==> src/rtl/bridge_pkg.sv <==
package bridge_pkg;

    // Register addresses
    localparam int ADR_CNT_LO = 0;
    localparam int ADR_CNT_HI = 1;
    localparam int ADR_CMP_LO = 2;
    localparam int ADR_CMP_HI = 3;
    localparam int ADR_CTRL   = 4;

    // Control register bit positions
    localparam int CTRL_WIDE = 0;
    localparam int CTRL_CAP  = 1;
    localparam int CTRL_W    = 2;

    // Access kinds produced by the bus decoder
    typedef enum logic [2:0] {
        ACC_NONE,
        ACC_WR_LO,
        ACC_WR_HI,
        ACC_RD_LO,
        ACC_RD_HI,
        ACC_WR_CTRL,
        ACC_RD_CTRL,
        ACC_RD_VOID
    } acc_e;

endpackage

==> src/rtl/bridge_decode.sv <==
module bridge_decode
    import bridge_pkg::*;
#(
    parameter int ADDR_W = 3
) (
    input  logic [ADDR_W-1:0] addr,
    input  logic              wr_stb,
    input  logic              rd_stb,
    output acc_e              acc,
    output logic              tgt_cmp
);

    always_comb begin
        acc     = ACC_NONE;
        tgt_cmp = 1'b0;
        if (wr_stb || rd_stb) begin
            unique case (addr)
                ADDR_W'(ADR_CNT_LO): acc = wr_stb ? ACC_WR_LO : ACC_RD_LO;
                ADDR_W'(ADR_CNT_HI): acc = wr_stb ? ACC_WR_HI : ACC_RD_HI;
                ADDR_W'(ADR_CMP_LO): begin
                    acc     = wr_stb ? ACC_WR_LO : ACC_RD_LO;
                    tgt_cmp = 1'b1;
                end
                ADDR_W'(ADR_CMP_HI): begin
                    acc     = wr_stb ? ACC_WR_HI : ACC_RD_HI;
                    tgt_cmp = 1'b1;
                end
                ADDR_W'(ADR_CTRL): acc = wr_stb ? ACC_WR_CTRL : ACC_RD_CTRL;
                default:           acc = wr_stb ? ACC_NONE : ACC_RD_VOID;
            endcase
        end
    end

endmodule

==> src/rtl/stage_byte.sv <==
module stage_byte #(
    parameter int BYTE_W = 8
) (
    input  logic              clk,
    input  logic              rst_n,
    input  logic              load_en,
    input  logic [BYTE_W-1:0] load_val,
    output logic [BYTE_W-1:0] stage_q
);

    always_ff @(posedge clk) begin
        if (!rst_n)       stage_q <= '0;
        else if (load_en) stage_q <= load_val;
    end

endmodule

==> src/rtl/timer_core.sv <==
module timer_core #(
    parameter int BYTE_W = 8
) (
    input  logic                clk,
    input  logic                rst_n,
    input  logic                cnt_en,
    input  logic                cap_evt,
    input  logic                cap_mode,
    input  logic [1:0]          cnt_ben,
    input  logic [1:0]          cmp_ben,
    input  logic [2*BYTE_W-1:0] wval,
    output logic [2*BYTE_W-1:0] cnt_q,
    output logic [2*BYTE_W-1:0] cmp_q
);

    localparam int WORD_W = 2 * BYTE_W;

    logic [WORD_W-1:0] cnt_merge;
    logic [WORD_W-1:0] cmp_merge;

    // Byte-lane merge of CPU write data into each word
    for (genvar b = 0; b < 2; b++) begin : g_lane
        assign cnt_merge[b*BYTE_W +: BYTE_W] =
            cnt_ben[b] ? wval[b*BYTE_W +: BYTE_W] : cnt_q[b*BYTE_W +: BYTE_W];
        assign cmp_merge[b*BYTE_W +: BYTE_W] =
            cmp_ben[b] ? wval[b*BYTE_W +: BYTE_W] : cmp_q[b*BYTE_W +: BYTE_W];
    end

    // CPU write wins over increment and over capture
    always_ff @(posedge clk) begin
        if (!rst_n) begin
            cnt_q <= '0;
            cmp_q <= '0;
        end else begin
            if (|cnt_ben)    cnt_q <= cnt_merge;
            else if (cnt_en) cnt_q <= cnt_q + WORD_W'(1);

            if (|cmp_ben)                cmp_q <= cmp_merge;
            else if (cap_mode && cap_evt) cmp_q <= cnt_q;
        end
    end

endmodule

==> src/rtl/wide_reg_bridge.sv <==
module wide_reg_bridge
    import bridge_pkg::*;
#(
    parameter int ADDR_W = 3,
    parameter int BYTE_W = 8
) (
    input  logic              clk,
    input  logic              rst_n,
    input  logic [ADDR_W-1:0] addr,
    input  logic [BYTE_W-1:0] wdata,
    input  logic              wr_stb,
    input  logic              rd_stb,
    input  logic              cnt_en,
    input  logic              cap_evt,
    output logic [BYTE_W-1:0] rdata
);

    localparam int WORD_W = 2 * BYTE_W;

    acc_e              acc;
    logic              tgt_cmp;
    logic [CTRL_W-1:0] ctrl_q;
    logic              wide, cap_mode, via_stage;
    logic [BYTE_W-1:0] tmp_q;
    logic              tmp_load;
    logic [BYTE_W-1:0] tmp_val;
    logic [WORD_W-1:0] cnt_q, cmp_q, tgt_word;
    logic [1:0]        ben, cnt_ben, cmp_ben;
    logic [WORD_W-1:0] wval;
    logic [BYTE_W-1:0] rd_nxt;
    logic              rd_take;

    assign wide      = ctrl_q[CTRL_WIDE];
    assign cap_mode  = ctrl_q[CTRL_CAP];
    assign via_stage = wide && (!tgt_cmp || cap_mode);
    assign tgt_word  = tgt_cmp ? cmp_q : cnt_q;

    bridge_decode #(.ADDR_W(ADDR_W)) u_dec (
        .addr    (addr),
        .wr_stb  (wr_stb),
        .rd_stb  (rd_stb),
        .acc     (acc),
        .tgt_cmp (tgt_cmp)
    );

    stage_byte #(.BYTE_W(BYTE_W)) u_stage (
        .clk      (clk),
        .rst_n    (rst_n),
        .load_en  (tmp_load),
        .load_val (tmp_val),
        .stage_q  (tmp_q)
    );

    timer_core #(.BYTE_W(BYTE_W)) u_core (
        .clk      (clk),
        .rst_n    (rst_n),
        .cnt_en   (cnt_en),
        .cap_evt  (cap_evt),
        .cap_mode (cap_mode),
        .cnt_ben  (cnt_ben),
        .cmp_ben  (cmp_ben),
        .wval     (wval),
        .cnt_q    (cnt_q),
        .cmp_q    (cmp_q)
    );

    // Write steering and staging-byte control
    always_comb begin
        ben      = 2'b00;
        wval     = {wdata, wdata};
        tmp_load = 1'b0;
        tmp_val  = wdata;
        unique case (acc)
            ACC_WR_LO: begin
                ben  = wide ? 2'b11 : 2'b01;
                wval = wide ? {tmp_q, wdata} : {wdata, wdata};
            end
            ACC_WR_HI: begin
                ben      = wide ? 2'b00 : 2'b10;
                tmp_load = wide;
            end
            ACC_RD_LO: begin
                tmp_load = via_stage;
                tmp_val  = tgt_word[WORD_W-1:BYTE_W];
            end
            default: ;
        endcase
        cnt_ben = tgt_cmp ? 2'b00 : ben;
        cmp_ben = tgt_cmp ? ben : 2'b00;
    end

    // Read data selection
    always_comb begin
        rd_take = 1'b1;
        rd_nxt  = '0;
        unique case (acc)
            ACC_RD_LO:   rd_nxt = tgt_word[BYTE_W-1:0];
            ACC_RD_HI:   rd_nxt = via_stage ? tmp_q : tgt_word[WORD_W-1:BYTE_W];
            ACC_RD_CTRL: rd_nxt = BYTE_W'(ctrl_q);
            ACC_RD_VOID: rd_nxt = '0;
            default:     rd_take = 1'b0;
        endcase
    end

    // Control register
    always_ff @(posedge clk) begin
        if (!rst_n)                 ctrl_q <= '0;
        else if (acc == ACC_WR_CTRL) ctrl_q <= wdata[CTRL_W-1:0];
    end

    // Registered read data output
    always_ff @(posedge clk) begin
        if (!rst_n)       rdata <= '0;
        else if (rd_take) rdata <= rd_nxt;
    end

endmodule

==> config.mk <==
export PLATFORM = sky130hd
export DESIGN_NAME = wide_reg_bridge
export DESIGN_NICKNAME = d
export VERILOG_FILES = /design/src/rtl/bridge_pkg.sv /design/src/rtl/bridge_decode.sv /design/src/rtl/stage_byte.sv /design/src/rtl/timer_core.sv /design/src/rtl/wide_reg_bridge.sv
export SDC_FILE = /design/constraint.sdc
export NUM_CORES = 1
export LEC_CHECK = 0
export CAP_MARGIN = 20
export CORE_MARGIN = 4
export CORE_UTILIZATION = 60
export DETAILED_ROUTE_END_ITERATION = 8
export DONT_BUFFER_PORTS = 1
export GPL_TIMING_DRIVEN = 0
export PLACE_DENSITY = 0.78
export SYNTH_ARGS = -nofsm -noshare
export SYNTH_HDL_FRONTEND = slang
export SYNTH_SLANG_ARGS = --single-unit
==> constraint.sdc <==
create_clock -name clk -period 1.95 [get_ports clk]
set_input_delay 0.2925 -clock clk [delete_from_list [all_inputs] [get_ports clk]]
set_output_delay 0.2925 -clock clk [all_outputs]
set_load 0.03 [all_outputs]
== Word-level counts from Yosys, hierarchy flattened ==
Cells that the tools add are included.

* Latch bits: 0
* Memory bits (read-only): 0
* Logic and storage cells: 70
* Flip-flop bits (word level): 50
* Memory bits (writable): 0
* Memories kept: 0
* Output and inout bits: 8

* Divide/modulo/power cells: 0
* $mul: 0
* Eq/ne operators: 15
* Order comparisons: 0
* Shifts and indexed selects: 0
* Bitwise gates (word level): 0
* Mux-type cells: 29
* Add/sub/neg operators: 1
* Reduce and logical (&&, ||, !) cells: 18

{| class="wikitable"
|+ Operators by type and width
! cell !! number
|-
| $mux 16 || 7
|-
| $mux 8 || 6
|-
| $pmux 8 s3 || 1
|-
| $add 16x1->16 const B || 1
|-
| $eq 3x3->1 const B || 5
|-
| $eq 3x2->1 const B || 4
|-
| $mux 2 || 6
|-
| $reduce_or 2->1 || 5
|-
| $mux 3 || 3
|-
| $pmux 3 s3 || 1
|-
| $ne 2x1->1 const B || 4
|-
| $reduce_and 2->1 || 4
|-
| $eq 3x1->1 const B || 2
|-
| $pmux 2 s2 || 1
|-
| $reduce_bool 2->1 || 2
|-
| $reduce_or 4->1 || 1
|-
| $logic_not 3->1 || 1
|-
| $mux 1 || 3
|-
| $logic_and 1x1->1 || 2
|-
| $logic_or 1x1->1 || 2
|-
| $pmux 1 s2 || 1
|-
| $logic_not 1->1 || 1
|}

== Depth between registers and ports, before layout ==
* Word-level depth: 10
* Gate-level depth with buffers: 9

== Hierarchy ==
Synthesis repeated with hierarchy kept, for this count alone.

* Cell total of the unflattened synthesis: 376
* Area total of the unflattened synthesis: 3,120.5 um^2

{| class="wikitable"
|+ By module, submodules not included
! module !! seq. area each (um^2) !! times used !! cells each !! area an instance (um^2)
|-
| timer_core || 640.6 || 1 || 205 || 1,740.4
|-
| wide_reg_bridge || 200.2 || 1 || 133 || 984.7
|-
| stage_byte || 160.2 || 1 || 25 || 301.5
|-
| bridge_decode || 0.0 || 1 || 13 || 93.8
|}

== Least setup slack after synthesis ==
No wires, ideal clock.

* Path kind: input -> register
* Start point: input addr[2]
* End point: register u_core.cnt_q[8]
* Stages on the path: 8
* Buffers on the path: 3
* Path slack: 0.111 ns
* Data arrival time: 1.718 ns
* Path through: buf_2 or3b_1 buf_2 or3_1 o21ai_4 or2_1 buf_4 o22ai_2

* Longest elaborated chain between the ends: 10
* Elaborated cells between the ends (all ways): 23

{| class="wikitable"
|+ RTL lines
! item !! line !! source
|-
| start, declared || wide_reg_bridge.sv:9 || <nowiki>input logic [ADDR_W-1:0] addr,</nowiki>
|-
| $eq 3x1->1, or another cell as far along || bridge_decode.sv:17 || <nowiki>unique case (addr)</nowiki>
|-
| $reduce_or 2->1 (no source line) || -- ||
|-
| $pmux 3 s3 || bridge_decode.sv:17 ||
|-
| $mux 3 || bridge_decode.sv:16 || <nowiki>if (wr_stb || rd_stb) begin</nowiki>
|-
| $eq 3x2->1 or $eq 3x1->1 (tied branches) || wide_reg_bridge.sv:73 || <nowiki>unique case (acc)</nowiki>
|-
| $pmux 2 s2 || wide_reg_bridge.sv:73 ||
|-
| $mux 2 || wide_reg_bridge.sv:88 || <nowiki>cnt_ben = tgt_cmp ? 2'b00 : ben;</nowiki>
|-
| $reduce_or 2->1 || timer_core.sv:35 || <nowiki>if (|cnt_ben) cnt_q <= cnt_merge;</nowiki>
|-
| $ne 2x1->1 (no source line) or $reduce_bool 2->1 (tied branches) || -- ||
|-
| $reduce_and 2->1 (no source line) || -- ||
|-
| end signal, assigned || timer_core.sv:35 ||
|-
| end signal, assigned || timer_core.sv:36 || <nowiki>else if (cnt_en) cnt_q <= cnt_q + WORD_W'(1);</nowiki>
|-
| end, declared || timer_core.sv:12 || <nowiki>output logic [2*BYTE_W-1:0] cnt_q,</nowiki>
|}

Several ways; a longest one is shown, not always the timed one. The select of a mux whose other input is x is not followed.
A chain may end at the register's enable or synchronous reset.

== Worst setup path in the final report ==
* Start point: input addr[2]
* End point: register rdata[5]

* Longest elaborated chain between the ends: 9
* Elaborated cells between the ends (all ways): 24

{| class="wikitable"
|+ RTL lines
! item !! line !! source
|-
| parallel branches: the longest is 9 deep, another holds $reduce_or 4->1 || -- ||
|-
| end signal, assigned || wide_reg_bridge.sv:114 || <nowiki>else if (rd_take) rdata <= rd_nxt;</nowiki>
|-
| end, declared || wide_reg_bridge.sv:15 || <nowiki>output logic [BYTE_W-1:0] rdata</nowiki>
|}

Several ways; the timed one is not identified.

==> summary.txt <==
Layout
  • Reg area: approximately 1000 um2
  • Commonest non-fill, non-tap cell in the layout: dfxtp_1
  • Syn-to-layout area delta: 6.13%
  • Multi-input gate area in the final layout: ~1800 um2
  • Post-route core utilization: between 60% and 70%
  • Nets: around 390
  • Fillcell total: 406
  • Fraction of layout cells with a size suffix above 1: 9.19%
  • Most frequent cells in the layout: 50 x dfxtp_1, 44 x nor2_1, 36 x nand2_1
  • N_diodes: 0

Power and ir drop
  • Clk pwr share: between 30 and 40%
  • Reg power frac: 56.2%
  • NetSw: between 0.5 and 0.6 mW
  • Cell Pwr Density: 613 nW/um2
  • Worst VDD drop: 0.377 mV
  • P_leak: around 1.1 nW
  • Power share of the combinational group: 13.3%
  • Switching share of power: between 20% and 30%
  • Internal power: roughly 1.4 mW

Global route
  • Largest net degree at the start of global routing: 15
  • Antenna violations before repair: 0
  • Tot GR Track Use: 26.1%
  • Vias in the first global route: roughly 2500
  • GR Overflow Total: 0
  • First-pass GRT wire length: approximately 13000 um

STA
  • Final Hold Fails: 0
  • Worst-Margin Slew: around 0.82 ns
  • Hold slack final: roughly 0.13 ns
  • Fmax achieved: 0.527 GHz
  • Crit path time final: between 1.5 and 2 ns
  • Final Setup Violations: 0
  • RSZ-0062 raised after global routing: yes
  • Slew headroom: 44.6%
  • Worst Skew: between 0.009 and 0.01 ns
  • Crit share post-route: 97.4%
  • Max Slew Vio Count: 0

Clock tree
  • Clk sinks: 50
  • Clock Path Buffers: 2
  • TritonCTS clock tree: yes
  • Clock-pin slew on the worst setup and hold paths: 0.09 ns
  • Clk Latency, worst-skew pair: 0.30 ns
  • Cts hold-fix bufs: 0
  • Clk root buf: clkbuf_8
  • H-tree levels: 2
  • TritonCTS Buffers: 5

Drt
  • Post-route DRC: 0
  • Met2 WL: around 3500 um
  • DR iter-0 viols: between 200 and 250
  • Drt via density: ~6.3
  • Via count: roughly 2800
  • Met3 WL: around 710 um
  • Wire per inst: about 18 um
  • Final WL: 7790 um
  • Uppermost layer routed: met4
  • Antenna Nets Post-Route: 0
  • Met1 Routed Length: around 3500 um
  • 1st-pass router iterations: 5

Logic synthesis
  • Post-synth top flop: dfxtp_1
  • Mapped Cells: between 300 and 400
  • Flops & latches, synth: 50
  • Mapped Area: 2940 um2
  • Post-Syn Nets: between 300 and 400
  • Yosys cell types: 49
  • FFs w/ async S/R, synth: 0%
  • Post-synth EDFFs: 0
  • Ys Warns: 0
  • Avg Synthesized Cell Area: 8.05 um2
  • Seq/Total Area, Yosys: between 30% and 40%

Job
  • Max-cap viol count: 0

Hold path
  • Worst Hold Depth: 2
  • Hold Crit Start: wdata[0]
  • Hold endpoint: u_core.cnt_q[0]$_SDFFE_PN0P_
  • Worst Hold Class: in -> reg

Die
  • Placeable Area: approximately 4700 um2
  • Die Span Y: between 70 and 80 um
  • Die width: 78.0 um
  • Die Area: around 6100 um2
  • I/O pins: 25
  • Initial Util: around 62%
  • Num rows: 25

Status
  • Outcome: finished clean

Setup path
  • CP Launch Type: input port
  • Worst EP arrival: approximately 2.1 ns
  • Crit Reg-Reg Startpoint: u_core.cnt_q[7]$_SDFFE_PN0P_
  • Required time of the critical path: between 2 and 2.5 ns
  • Worst reg-to-reg setup slack: approximately 0.12 ns
  • Worst R2R Path Depth: 6
  • Critical-path maximum fanout: 10
  • RR Endpoint: u_core.cnt_q[15]$_SDFFE_PN0P_
  • Crit. End Element: flip-flop
  • Setup CP Type: in -> reg

Place
  • IO Port Bufs: 0
  • Hpwl dp: ~5700 um
  • RePlAce Congestion: 0.879
[cells by family (layout without fill, tap and decap cells)]
| kind of cell | after synthesis | in the layout | share of synthesized area, % |
|---|---|---|---|
| compound gates | 127 | 127 | 30.1 |
| flops | 50 | 50 | 34.1 |
| mux | 33 | 33 | 11.2 |
| simple gates | 119 | 119 | 18.7 |
| fa+ha+maj | 1 | 1 | 0.426 |
| buf+inv | 35 | 40 | 5.45 |
[routing by layer]
metal / vias up / global-route usage (%)
met2: 102 / 40.4
li1: 1352 / -
met4: 0 / 8.04
met5: - / 0
met3: 12 / 6.15
met1: 1300 / 36.0
[cell usage after synthesis, drive strengths merged (4+ instances only)]
| cell type | n | share of area [%] |
|---|---|---|
| o22ai | 5 | 1.5 |
| a22o | 14 | 4.2 |
| o2bb2ai | 10 | 3.0 |
| clkbuf | 15 | 1.9 |
| o211ai | 5 | 1.3 |
| nand2 | 36 | 4.6 |
| nand3 | 8 | 1.4 |
| nor3 | 4 | 0.85 |
| a41oi | 4 | 1.2 |
| dfxtp | 50 | 34 |
| a21oi | 32 | 5.8 |
| or3 | 4 | 0.85 |
| o21ai | 26 | 4.8 |
| inv | 5 | 0.64 |
| o221ai | 4 | 1.2 |
| a21o | 4 | 1.0 |
| mux2i | 33 | 11 |
| a31oi | 6 | 1.3 |
| nor2 | 46 | 5.9 |
| buf | 15 | 2.9 |
| a211oi | 9 | 2.3 |
[worst max-delay path by stage]
stage	depth (start not counted)	startpoint	slack (ns)	endpoint
5_1_grt	6	ctrl_q[0]$_SDFFE_PN0N_	-0.07	u_core.cnt_q[3]$_SDFFE_PN0P_
2_1_floorplan	8	addr[2]	0.11	u_core.cnt_q[8]$_SDFFE_PN0P_
3_3_place_gp	6	addr[2]	-0.22	rdata[5]$_SDFFE_PN0P_
6_report	6	addr[2]	0.05	rdata[5]$_SDFFE_PN0P_
3_5_place_dp	6	addr[2]	-0.24	rdata[5]$_SDFFE_PN0P_
4_1_cts	7	u_core.cnt_q[7]$_SDFFE_PN0P_	0.03	u_core.cnt_q[15]$_SDFFE_PN0P_
[power by group through the flow]
stage / logic [mW] / registers (mW) / clock network (mW)
after floorplan: 0.196 / 1.09 / 0
after global placement: 0.245 / 1.09 / 0
after detailed placement: 0.249 / 1.10 / 0
after CTS: 0.252 / 1.07 / 0.584
after global routing: 0.281 / 1.08 / 0.624
final: 0.255 / 1.07 / 0.582
[timing repair]
| item | 4_1_cts | 5_1_grt |
|---|---|---|
| resized for setup | 2 | 10 |
| buffers inserted | 0 | 0 |
| endpoints found under the setup margin | 3 | 27 |
[worst max-delay path: stages]
cell	delay, ns
buf_2	0.16
nor3_2	0.68
buf_6	0.28
mux2i_1	0.32
o21ai_0	0.12
a22o_1	0.24
[registers in the layout (all words and copies together), names as in the netlist]
signal           flops
u_core.cnt_q        16
rdata                8
u_stage.stage_q      8
ctrl_q               2
u_core.cmp_q        16
[metrics by stage]
step / power, mW / worst slack, ns / cells / instance area, um2 / setup TNS (ns)
final: 1.91 / 0.0507 / 437 / 3120 / 0
after global routing: 1.98 / -0.0662 / 437 / 3120 / -0.249
after CTS: 1.91 / 0.0343 / 439 / 3110 / 0
after detailed placement: 1.34 / -0.243 / 432 / 3020 / -2.49
after global placement: 1.34 / -0.220 / 432 / 3020 / -2.03
after floorplan: 1.28 / 0.111 / 365 / 2940 / 0
[cell type report]
cell class	instances	area share, %
flip-flops and latches	50	32.1
clock inverters	2	0.321
plain buffers	28	4.57
multi-input cells	280	57.5
inverters	5	0.602
well taps	67	2.69
clock buffers	5	2.21
Power figures use the tool's default switching activity.
